==> src/rtl/cpuclk_pkg.sv <==
package cpuclk_pkg;

   localparam int unsigned SPEED_W = 3;

   typedef logic [SPEED_W-1:0] speed_code_t;

   typedef enum logic {
      SRC_INT = 1'b0,
      SRC_EXT = 1'b1
   } clk_src_e;

   // Codes with no divisor assigned.
   function automatic logic code_reserved(input speed_code_t code);
      return (code == 3'b011) || (code == 3'b111);
   endfunction

   // log2 of the divisor for a speed code; reserved codes fall back to /8.
   function automatic logic [2:0] code_log2(input speed_code_t code);
      logic [2:0] lg;
      case (code)
         3'b000:  lg = 3'd3;
         3'b001:  lg = 3'd2;
         3'b010:  lg = 3'd1;
         3'b100:  lg = 3'd4;
         3'b101:  lg = 3'd5;
         3'b110:  lg = 3'd7;
         default: lg = 3'd3;
      endcase
      return lg;
   endfunction

endpackage

==> src/rtl/cpuclk_cfg_reg.sv <==
module cpuclk_cfg_reg
   import cpuclk_pkg::*;
(
   input  logic        clk,
   input  logic        rst_n,
   input  logic        wr_en,
   input  logic        wr_sel,
   input  speed_code_t wr_speed,
   output clk_src_e    sel_q,
   output speed_code_t speed_q
);

   always_ff @(posedge clk or negedge rst_n) begin
      if (!rst_n) begin
         sel_q   <= SRC_INT;
         speed_q <= 3'b000;
      end else if (wr_en) begin
         sel_q <= clk_src_e'(wr_sel);
         if (!code_reserved(wr_speed)) begin
            speed_q <= wr_speed;
         end
      end
   end

endmodule

==> src/rtl/cpuclk_src_sync.sv <==
module cpuclk_src_sync
   import cpuclk_pkg::*;
#(
   parameter int unsigned SYNC_STAGES = 2,
   parameter bit          EXT_RISING  = 1'b1
) (
   input  logic     clk,
   input  logic     rst_n,
   input  logic     ext_clk,
   input  clk_src_e sel_req,
   output logic     ext_tick,
   output clk_src_e sel_sync
);

   // Synchronizer chain plus one extra flop for edge detection.
   logic [SYNC_STAGES:0] ext_sh;
   logic [1:0]           sel_sh;

   always_ff @(posedge clk or negedge rst_n) begin
      if (!rst_n) begin
         ext_sh <= '0;
      end else begin
         ext_sh <= {ext_sh[SYNC_STAGES-1:0], ext_clk};
      end
   end

   generate
      if (EXT_RISING) begin : g_rise
         assign ext_tick = ext_sh[SYNC_STAGES-1] & ~ext_sh[SYNC_STAGES];
      end else begin : g_fall
         assign ext_tick = ~ext_sh[SYNC_STAGES-1] & ext_sh[SYNC_STAGES];
      end
   endgenerate

   // Two-flop handshake for the source select.
   always_ff @(posedge clk or negedge rst_n) begin
      if (!rst_n) begin
         sel_sh <= '0;
      end else begin
         sel_sh <= {sel_sh[0], logic'(sel_req)};
      end
   end

   assign sel_sync = clk_src_e'(sel_sh[1]);

endmodule

==> src/rtl/cpuclk_div_core.sv <==
module cpuclk_div_core
   import cpuclk_pkg::*;
#(
   parameter int unsigned CNT_W = 7,
   localparam int unsigned LG_W = $clog2(CNT_W + 1)
) (
   input  logic             clk,
   input  logic             rst_n,
   input  logic             ext_tick,
   input  clk_src_e         sel_sync,
   input  speed_code_t      speed_cfg,
   output logic             en,
   output clk_src_e         sel_act,
   output logic [LG_W-1:0]  lg_act,
   output logic [CNT_W-1:0] cnt
);

   logic             tick;
   logic             term;
   logic [CNT_W-1:0] mask;

   assign tick = (sel_act == SRC_EXT) ? ext_tick : 1'b1;
   assign mask = ~({CNT_W{1'b1}} << lg_act);
   assign term = (cnt == mask);
   assign en   = tick & term;

   always_ff @(posedge clk or negedge rst_n) begin
      if (!rst_n) begin
         cnt     <= '0;
         lg_act  <= LG_W'(3);
         sel_act <= SRC_INT;
      end else if (tick) begin
         if (term) begin
            cnt     <= '0;
            lg_act  <= LG_W'(code_log2(speed_cfg));
            sel_act <= sel_sync;
         end else begin
            cnt <= cnt + 1'b1;
         end
      end
   end

endmodule

==> src/rtl/cpuclk_div.sv <==
module cpuclk_div
   import cpuclk_pkg::*;
#(
   parameter int unsigned SYNC_STAGES = 2,
   parameter bit          EXT_RISING  = 1'b1,
   parameter int unsigned CNT_W       = 7
) (
   input  logic       clk_i,
   input  logic       rst_ni,
   input  logic       wr_en_i,
   input  logic       wr_src_sel_i,
   input  logic [2:0] wr_speed_i,
   input  logic       ext_clk_i,
   output logic       cpu_en_o
);

   localparam int unsigned LG_W = $clog2(CNT_W + 1);

   generate
      if (SYNC_STAGES < 2) begin : g_bad_sync
         $error("SYNC_STAGES must be at least 2");
      end
      if (CNT_W < 7) begin : g_bad_cnt
         $error("CNT_W must hold a count of 128");
      end
   endgenerate

   clk_src_e         sel_q_w;
   speed_code_t      speed_w;
   logic             ext_tick_w;
   clk_src_e         sel_sync_w;
   clk_src_e         sel_act_w;
   logic [LG_W-1:0]  lg_w;
   logic [CNT_W-1:0] cnt_w;

   cpuclk_cfg_reg u_cfg (
      .clk      (clk_i),
      .rst_n    (rst_ni),
      .wr_en    (wr_en_i),
      .wr_sel   (wr_src_sel_i),
      .wr_speed (wr_speed_i),
      .sel_q    (sel_q_w),
      .speed_q  (speed_w)
   );

   cpuclk_src_sync #(
      .SYNC_STAGES (SYNC_STAGES),
      .EXT_RISING  (EXT_RISING)
   ) u_sync (
      .clk      (clk_i),
      .rst_n    (rst_ni),
      .ext_clk  (ext_clk_i),
      .sel_req  (sel_q_w),
      .ext_tick (ext_tick_w),
      .sel_sync (sel_sync_w)
   );

   cpuclk_div_core #(
      .CNT_W (CNT_W)
   ) u_core (
      .clk       (clk_i),
      .rst_n     (rst_ni),
      .ext_tick  (ext_tick_w),
      .sel_sync  (sel_sync_w),
      .speed_cfg (speed_w),
      .en        (cpu_en_o),
      .sel_act   (sel_act_w),
      .lg_act    (lg_w),
      .cnt       (cnt_w)
   );

endmodule

==> config.mk <==
export PLATFORM = sky130hd
export DESIGN_NAME = cpuclk_div
export DESIGN_NICKNAME = d
export VERILOG_FILES = /design/src/rtl/cpuclk_pkg.sv /design/src/rtl/cpuclk_cfg_reg.sv /design/src/rtl/cpuclk_src_sync.sv /design/src/rtl/cpuclk_div_core.sv /design/src/rtl/cpuclk_div.sv
export SDC_FILE = /design/constraint.sdc
export NUM_CORES = 1
export LEC_CHECK = 0
export BUFFER_PORTS_ARGS = -buffer_cell sky130_fd_sc_hd__buf_2
export CORE_ASPECT_RATIO = 1.2
export CORE_MARGIN = 1
export CORE_UTILIZATION = 40
export CTS_BUF_LIST = sky130_fd_sc_hd__clkbuf_4 sky130_fd_sc_hd__clkbuf_8 sky130_fd_sc_hd__clkbuf_16
export DETAILED_ROUTE_END_ITERATION = 8
export GPL_ROUTABILITY_DRIVEN = 0
export GPL_TIMING_DRIVEN = 0
export PLACE_DENSITY = 0.61
export SLEW_MARGIN = 10
export SYNTH_ARGS = -nofsm -noshare
export SYNTH_HDL_FRONTEND = slang
export SYNTH_HIERARCHICAL = 1
export SYNTH_SLANG_ARGS = --single-unit
==> constraint.sdc <==
create_clock -name clk_i -period 2.6 [get_ports clk_i]
set_clock_uncertainty 0.05 [all_clocks]
set_input_delay 0 -clock clk_i [delete_from_list [all_inputs] [get_ports clk_i]]
set_output_delay 0 -clock clk_i [all_outputs]
set_load 0.005 [all_outputs]
# Word level (Yosys, flattened, before mapping)

Cells that the tools add are included.

Bits in registers: 20
Input port bits: 8
Output and inout port bits: 1
Logic and storage cells: 28

Add/subtract/negate cells: 1
Equality and inequality tests: 8
Shifts and indexed selects: 1
Muxes and demuxes: 3
Bitwise logic cells: 5
Reduce and logical (&&, ||, !) cells: 3

Operators with widths:

| cell                                                                   | count |
|---|---|
| 3-bit case mux with 5 select lines                                     | 1 |
| 3-bit equality test (second input constant)                            | 4 |
| 7-bit by 1-bit adder with 7-bit output (second input constant)         | 1 |
| 7-bit equality test                                                    | 1 |
| 7-bit two-way mux                                                      | 1 |
| 7-bit inverter                                                         | 1 |
| 7-bit by 3-bit << shifter with 7-bit output (first input constant)     | 1 |
| 3-bit by 2-bit equality test with 1-bit output (second input constant) | 2 |
| 2-bit AND reduction                                                    | 2 |
| 3-bit by 1-bit equality test with 1-bit output (second input constant) | 1 |
| 1-bit AND                                                              | 2 |
| 1-bit inverter                                                         | 2 |
| 1-bit logical OR                                                       | 1 |
| 1-bit two-way mux                                                      | 1 |

# Logic depth before layout (Yosys ltp)

Gate-level depths: netlist of run 1.

Word-level depth: 4
Mapped depth: 7
Depth with buffers taken out: 6

# By module

The synthesis of run 1 kept the hierarchy.

By module, submodules not included:

| module          | instances | cells an instance | area an instance (um2) | sequential area each (um2) |
|---|---|---|---|---|
| cpuclk_div_core | 1         | 77                | 743.2                  | 277.8 |
| cpuclk_cfg_reg  | 1         | 12                | 166.4                  | 100.1 |
| cpuclk_src_sync | 1         | 6                 | 138.9                  | 125.1 |

# Least setup slack after synthesis of run 1

OpenSTA, ideal clock, no wires.

Path kind: register -> register
Start: register u_core.lg_act[1]
End: register u_core.lg_act[2]
Setup time: 0.125 ns
Data arrival time: 1.688 ns
Required time: 2.425 ns
Slack: 0.737 ns
Stages on the path, launching flop included: 8
Buffers on the path: 2
Clock period less this slack: 1.863 ns
Path through: dfstp_2 buf_4 and4bb_2 a22oi_2 a32oi_2 and2_1 buf_6 mux2_4

Cells in the longest elaborated chain, start to end: 4

RTL lines:

| item                                        | RTL line              | text |
|---|---|---|
| start, declared                             | cpuclk_div_core.sv:14 | `output logic [LG_W-1:0] lg_act,` |
| start signal, assigned                      | cpuclk_div_core.sv:35 | `lg_act <= LG_W'(code_log2(speed_cfg));` |
| 7-bit by 3-bit << shifter with 7-bit output | cpuclk_div_core.sv:23 | `assign mask = ~({CNT_W{1'b1}} << lg_act);` |
| 7-bit inverter                              | cpuclk_div_core.sv:23 |  |
| 7-bit equality test                         | cpuclk_div_core.sv:24 | `assign term = (cnt == mask);` |
| 2-bit AND reduction (no source line)        | n/a                   |  |

No other way between the ends.
A chain may end at the register's enable or synchronous reset.

# Worst setup path in the final report of run 1

Start: register u_core.lg_act[1]
End: output port cpu_en_o

Cells in the longest elaborated chain, start to end: 4

RTL lines:

| item                                        | RTL line              | text |
|---|---|---|
| 7-bit by 3-bit << shifter with 7-bit output | cpuclk_div_core.sv:23 |  |
| 7-bit inverter                              | cpuclk_div_core.sv:23 |  |
| 7-bit equality test                         | cpuclk_div_core.sv:24 |  |
| 1-bit AND                                   | cpuclk_div_core.sv:25 | `assign en = tick & term;` |
| end, declared                               | cpuclk_div.sv:14      | `output logic cpu_en_o` |

No other way between the ends.

==> results of run 1 <==
-- final cells by class --
type	instances	area, um^2	area share
well taps	31	38.8	0.0312
plain buffers	4	35.0	0.0282
clock buffers	4	36.3	0.0292
flip-flops and latches	20	503	0.404
multi-input cells	70	507	0.407
repair buffers	16	120	0.0966
inverters	1	3.75	0.00302
-- synthesized netlist by cell type, types with 3 or more instances --
cell type  count
a21oi_1        5
dfrtp_1       18
mux2_4         3
nand2_1        7
nand2b_1       3
nor2_1         9
nor2b_1        3
xnor2_1        3
-- logic make-up (layout without fill, tap and decap cells) --
group | after synthesis | count (layout) | synth area share
multiplexers | 5 | 5 | 0.0632
AO/OA/AOI/OAI | 19 | 19 | 0.135
XOR/XNOR | 5 | 5 | 0.0418
buffers and inverters | 5 | 25 | 0.0370
flip-flops | 20 | 20 | 0.480
AND/OR/NAND/NOR | 40 | 40 | 0.232
adder cells (fa/ha/maj) | 1 | 1 | 0.0119
-- how the worst max path moves through the flow --
stage / to / cells past startpoint
after floorplan: u_core/lg_act[2] / 7
after global placement: u_core/lg_act[2] / 7
after detailed placement: u_core/lg_act[2] / 7
after CTS: cpu_en_o / 7
after global routing: cpu_en_o / 6
final: cpu_en_o / 7
-- worst max-delay path, delay by kind of cell (launching register included) --
kind                   cells  cell delay [ns]
AOI/OAI and AO/OA          1             0.21
buffers and inverters      3             0.38
DFF                        1             0.53
and+or+nand+nor            3             0.57
-- stage by stage --
stage	std cells	worst slack (ns)	power, mW	utilization
6_report	146	0.558	1.17	0.523
5_1_grt	146	0.375	1.28	0.523
4_1_cts	146	0.548	1.18	0.523
3_5_place_dp	134	0.587	0.993	0.474
3_3_place_gp	134	0.596	0.975	0.474
2_1_floorplan	95	0.737	0.884	-
-- sequential cells by signal (all words and copies together), names as in the netlist --
signal          cells
u_core/lg_act       3
u_sync/ext_sh       3
u_core/cnt          7
u_core/sel_act      1
u_sync/sel_sh       2
u_cfg/sel_q         1
u_cfg/speed_q       3
-- metal layers --
metal	vias to the layer above	wire [um]	GRT usage
met3	4	27	0.0236
met1	356	855	0.188
li1	379	-	-
met5	-	0	0
met4	0	26	0.0756
met2	9	953	0.284
-- power breakdown --
group	internal, mW	leakage, nW	switching, mW	total (mW)
clock network	0.0854	0.0210	0.0890	0.174
registers	0.410	0.237	0.105	0.515
logic	0.253	0.277	0.230	0.482
==> flow_metrics.py, run 1 <==
metrics = {
    "critical_path": {
        "crit_fanout": 9,
        "r2r-end": "u_core/lg_act[2]",
        "r2r_cells": 7,
        "r2r_setup_slack_ns": 0.57,
        "rr_startpoint": "u_core/lg_act[1]",
        "setup.worst_path.start": "u_core/lg_act[1]",
        "crit_path_end_kind": "output port",
        "cp_cell_sequence": "buf_4 > nor2_1 > nor4bb_1 > o31a_1 > and2_1 > buf_6 > buf_2",
        "arrival_ns": 1.99,
        "crit_required_ns": 2.55,
        "cp_slowest_stage_delay_ns": 0.53,
        "startpoint_type": "register",
        "crit_type": "reg2out",
        "slowest_stage": "dfstp_2",
    },
    "hold_path": {
        "hold-path-endpoint": "u_cfg/speed_q[0]",
        "hold_path.class": "in2reg",
        "min_path_cells": 3,
        "hp-start": "wr_speed_i[0]",
    },
    "cts": {
        "post-cts-setup-buffers": 0,
        "insertion_delay_ns": 0.29,
        "cts_root_buffer": "clkbuf_4",
        "clock-sinks": 20,
        "h-tree-depth": 1,
        "clk_pin_slew_ns": 0.10,
        "holdBufCountCts": 8,
        "cts_max_path_buffers": 2,
        "cts.repair.resized": 0,
        "cts_buffers": 3,
        "cts_tree": "yes",
    },
    "synthesis": {
        "synth.top_cell.area_share": 0.430,
        "synthFlopType": "dfrtp_1",
        "async_flop_share": 1.00,
        "syn_area_per_cell_um2": 11.0,
        "ys_types": 42,
        "netlist_top_cells_area": "dfrtp_1 43%, dfstp_2 5.0%, mux2_4 4.3%",
        "yosysSeqAreaShare": 0.480,
        "synth_edf_count": 0,
        "syn_area_um2": 1050,
        "synth_seq_cells": 20,
        "yosys.area.top_type": "dfrtp_1",
        "ys.warnings.count": 6,
        "netlist_instances": 95,
        "syn_nets": 104,
    },
    "sta": {
        "layout_min_cycle_time_ns": 2.04,
        "setup_viol": 0,
        "rsz0062_at_grt": "no",
        "relSlewSlack": 0.716,
        "hold_slack_ns": 0.00937,
        "worst_pin_slew_ns": 0.425,
        "max_freq_ghz": 0.490,
        "slew_viol_final": 0,
        "period_share": 0.785,
        "setup-tns-final_ns": 0,
        "hold_violations": 0,
    },
    "drt": {
        "dr.pass1.iters": 4,
        "via_per_inst": 5.12,
        "drc": 0,
        "wl_per_cell_um": 12.8,
        "drt_iter0_markers": 7,
        "via_count": 748,
        "postRouteAntennaNets": 0,
        "wl_um": 1860,
    },
    "die": {
        "die_h_um": 58.1,
        "ioPinCount": 9,
        "core_um2": 2380,
        "die_w_um": 48.7,
        "rows": 19,
        "die_area_um2": 2830,
        "start_util": 0.441,
    },
    "cells_and_area": {
        "syn2layout_area_growth_pct": 18.6,
        "num-nets-final": 125,
        "final_common_cell": "dfrtp_1",
        "nFillCells": 221,
        "final_cell_mix": "18 x dfrtp_1, 9 x nor2_1, 8 x dlygate4sd3_1, 8 x buf_2, 7 x nand2_1",
        "drive_gt1_frac": 0.261,
        "num_antenna_cells": 0,
        "fin_area_um2": 1240,
    },
    "global_route": {
        "grt_first_pass_wirelength_um": 3380,
        "track_usage": 0.159,
        "grt_start_max_net_pins": 21,
        "grt_antenna_before_repair": 0,
        "grt-ovfl-total": 0,
        "grt_pass1_vias": 773,
    },
    "placed_design": {
        "hpwlAfterDp_um": 1300,
        "place.port_buffers": 8,
        "post_dp_cell_area_um2": 1130,
    },
    "power": {
        "vdd_ir_drop_max_mv": 0.504,
        "power.density_nw_per_um2": 942,
        "leakage_nw": 0.535,
    },
    "status": {
        "outcome": "finished, final reports clean",
    },
    "job": {
        "max_cap_violations": 0,
    },
}
No activity file was read; power rests on OpenSTA's default activity.
==> inputs of run 2 (changes only) <==
- clock period: 2.6 -> 1.9 ns (I/O delays scaled with it)
==> run 2 against run 1 <==
Via count increased by 2.3%. First-iteration DRC count decreased by 86%. Clock-buffer cell count unchanged. Power increased by 54%. Core utilization increased by 3.9 points. Highest routed layer unchanged.
==> flow_metrics.py, run 2 (synthesized netlist as in run 1, its figures left out) <==
metrics = {
    "status": {
        "outcome": "finished, final reports clean",
    },
    "job": {
        "max_cap_violations": 0,
    },
    "critical_path": {
        "r2r_setup_slack_ns": 0.02,
        "startpoint_type": "register",
        "crit_path_end_kind": "register",
        "cp_slowest_stage_delay_ns": 0.66,
        "r2r-end": "u_core/lg_act[2]",
        "cp_cell_sequence": "buf_6 > o21a_1 > o211ai_1 > a32oi_2 > and2_4 > mux2_4",
        "crit_required_ns": 2.04,
        "arrival_ns": 2.02,
        "crit_fanout": 7,
        "rr_startpoint": "u_core/lg_act[1]",
        "crit_type": "reg2reg",
        "r2r_cells": 6,
        "slowest_stage": "dfstp_2",
    },
    "drt": {
        "via_count": 765,
        "drc": 0,
        "dr.pass1.iters": 4,
        "wl_um": 1990,
        "wl_per_cell_um": 13.1,
        "via_per_inst": 5.03,
        "postRouteAntennaNets": 0,
        "drt_iter0_markers": 1,
    },
    "sta": {
        "setup-tns-final_ns": 0,
        "worst_pin_slew_ns": 0.425,
        "slew_viol_final": 0,
        "rsz0062_at_grt": "yes",
        "layout_min_cycle_time_ns": 1.88,
        "relSlewSlack": 0.716,
        "max_freq_ghz": 0.533,
        "hold_violations": 0,
        "period_share": 0.987,
        "setup_viol": 0,
    },
    "power": {
        "power.share.sequential": 0.417,
        "switching_share": 0.363,
        "power.density_nw_per_um2": 1350,
        "p_int_mw": 1.15,
        "power_mw": 1.80,
        "vdd_ir_drop_max_mv": 0.704,
        "p_comb_frac": 0.450,
        "clockPowerShare": 0.133,
        "p_switching_mw": 0.653,
        "leakage_nw": 0.577,
    },
    "cells_and_area": {
        "largest_register_ffs": 7,
        "nFillCells": 214,
        "syn2layout_area_growth_pct": 27.6,
        "fin_area_um2": 1340,
        "final_cell_count_no_fill": 152,
        "final_cell_mix": "18 x dfrtp_1, 8 x dlygate4sd3_1, 8 x nor2_1, 7 x buf_2, 7 x buf_4",
        "top_register": "u_core/cnt",
        "drive_gt1_frac": 0.355,
        "multi_input_area_um2": 549,
        "num_antenna_cells": 0,
        "num-nets-final": 131,
        "final_util": 0.563,
        "final_common_cell": "dfrtp_1",
        "regArea_um2": 503,
    },
    "cts": {
        "insertion_delay_ns": 0.30,
        "h-tree-depth": 1,
        "cts_max_path_buffers": 2,
        "clk_pin_slew_ns": 0.10,
        "cts_buffers": 3,
        "cts_root_buffer": "clkbuf_4",
        "cts_tree": "yes",
        "clock-sinks": 20,
    },
    "die": {
        "ioPinCount": 9,
        "start_util": 0.441,
        "die_w_um": 48.7,
        "die_h_um": 58.1,
        "rows": 19,
        "core_um2": 2380,
        "die_area_um2": 2830,
    },
    "global_route": {
        "grt_start_max_net_pins": 21,
        "grt_first_pass_wirelength_um": 3500,
        "grt_antenna_before_repair": 0,
        "track_usage": 0.164,
        "grt-ovfl-total": 0,
        "grt_pass1_vias": 789,
    },
    "hold_path": {
        "min_path_cells": 3,
        "hp-start": "wr_speed_i[0]",
        "hold-path-endpoint": "u_cfg/speed_q[0]",
        "hold_path.class": "in2reg",
    },
    "placed_design": {
        "place.port_buffers": 8,
        "hpwlAfterDp_um": 1300,
        "post_dp_cell_area_um2": 1130,
        "numPlacedInstances": 134,
    },
}
-- run 2: power groups by stage --
stage | Clock [mW] | Sequential (mW) | Combinational [mW]
after floorplan | 0 | 0.671 | 0.539
after global placement | 0 | 0.705 | 0.629
after detailed placement | 0 | 0.715 | 0.644
after CTS | 0.248 | 0.732 | 0.727
after global routing | 0.268 | 0.777 | 0.894
final | 0.240 | 0.750 | 0.809
-- run 2: routing by layer --
metal	GRT usage	vias up	share of wire
met2	0.292	9	0.50
met5	0	-	0
li1	-	388	-
met3	0.0236	4	0.014
met1	0.196	364	0.47
met4	0.0756	0	0.013
-- run 2: worst max path at each step --
stage                     slack (ns)               end  cells after the start              from
final                           0.02  u_core/lg_act[2]                      6  u_core/lg_act[1]
after floorplan                 0.04  u_core/lg_act[2]                      7  u_core/lg_act[1]
after CTS                      -0.03          cpu_en_o                      6  u_core/lg_act[1]
after detailed placement       -0.11  u_core/lg_act[2]                      7  u_core/lg_act[1]
after global routing           -0.07          cpu_en_o                      6  u_core/lg_act[1]
after global placement         -0.10  u_core/lg_act[2]                      7  u_core/lg_act[1]
-- run 2: final cells by class --
type                       count  share of cell area
clock buffer                   4              0.0271
timing repair buffer          24               0.142
multi-input combinational     70               0.411
tap                           31              0.0290
inverter                       1             0.00281
sequential                    20               0.376
buffer                         2              0.0122
-- run 2: metrics by stage --
stage	worst slack (ns)	hold slack, ns
final	0.0239	0.00905
after global routing	-0.0724	0.0118
after CTS	-0.0311	0.00980
after detailed placement	-0.113	-0.0855
after global placement	-0.104	-0.0871
after floorplan	0.0367	-0.346
-- run 2: repair_timing --
action / CTS / global route
buffers inserted: 6 / 2
pin swaps: 4 / 6
setup endpoints to repair: 3 / 7
gates resized for setup: 4 / 9
hold endpoints to repair: 25 / 0
hold buffers: 8 / 0
-- run 2: critical path, delay by kind of cell, from the launching register on --
family                 cells  cell delay (ns)
DFF                        1             0.66
muxes                      1             0.30
and+or+nand+nor            1             0.23
buffers and inverters      1             0.13
AOI/OAI and AO/OA          3             0.40
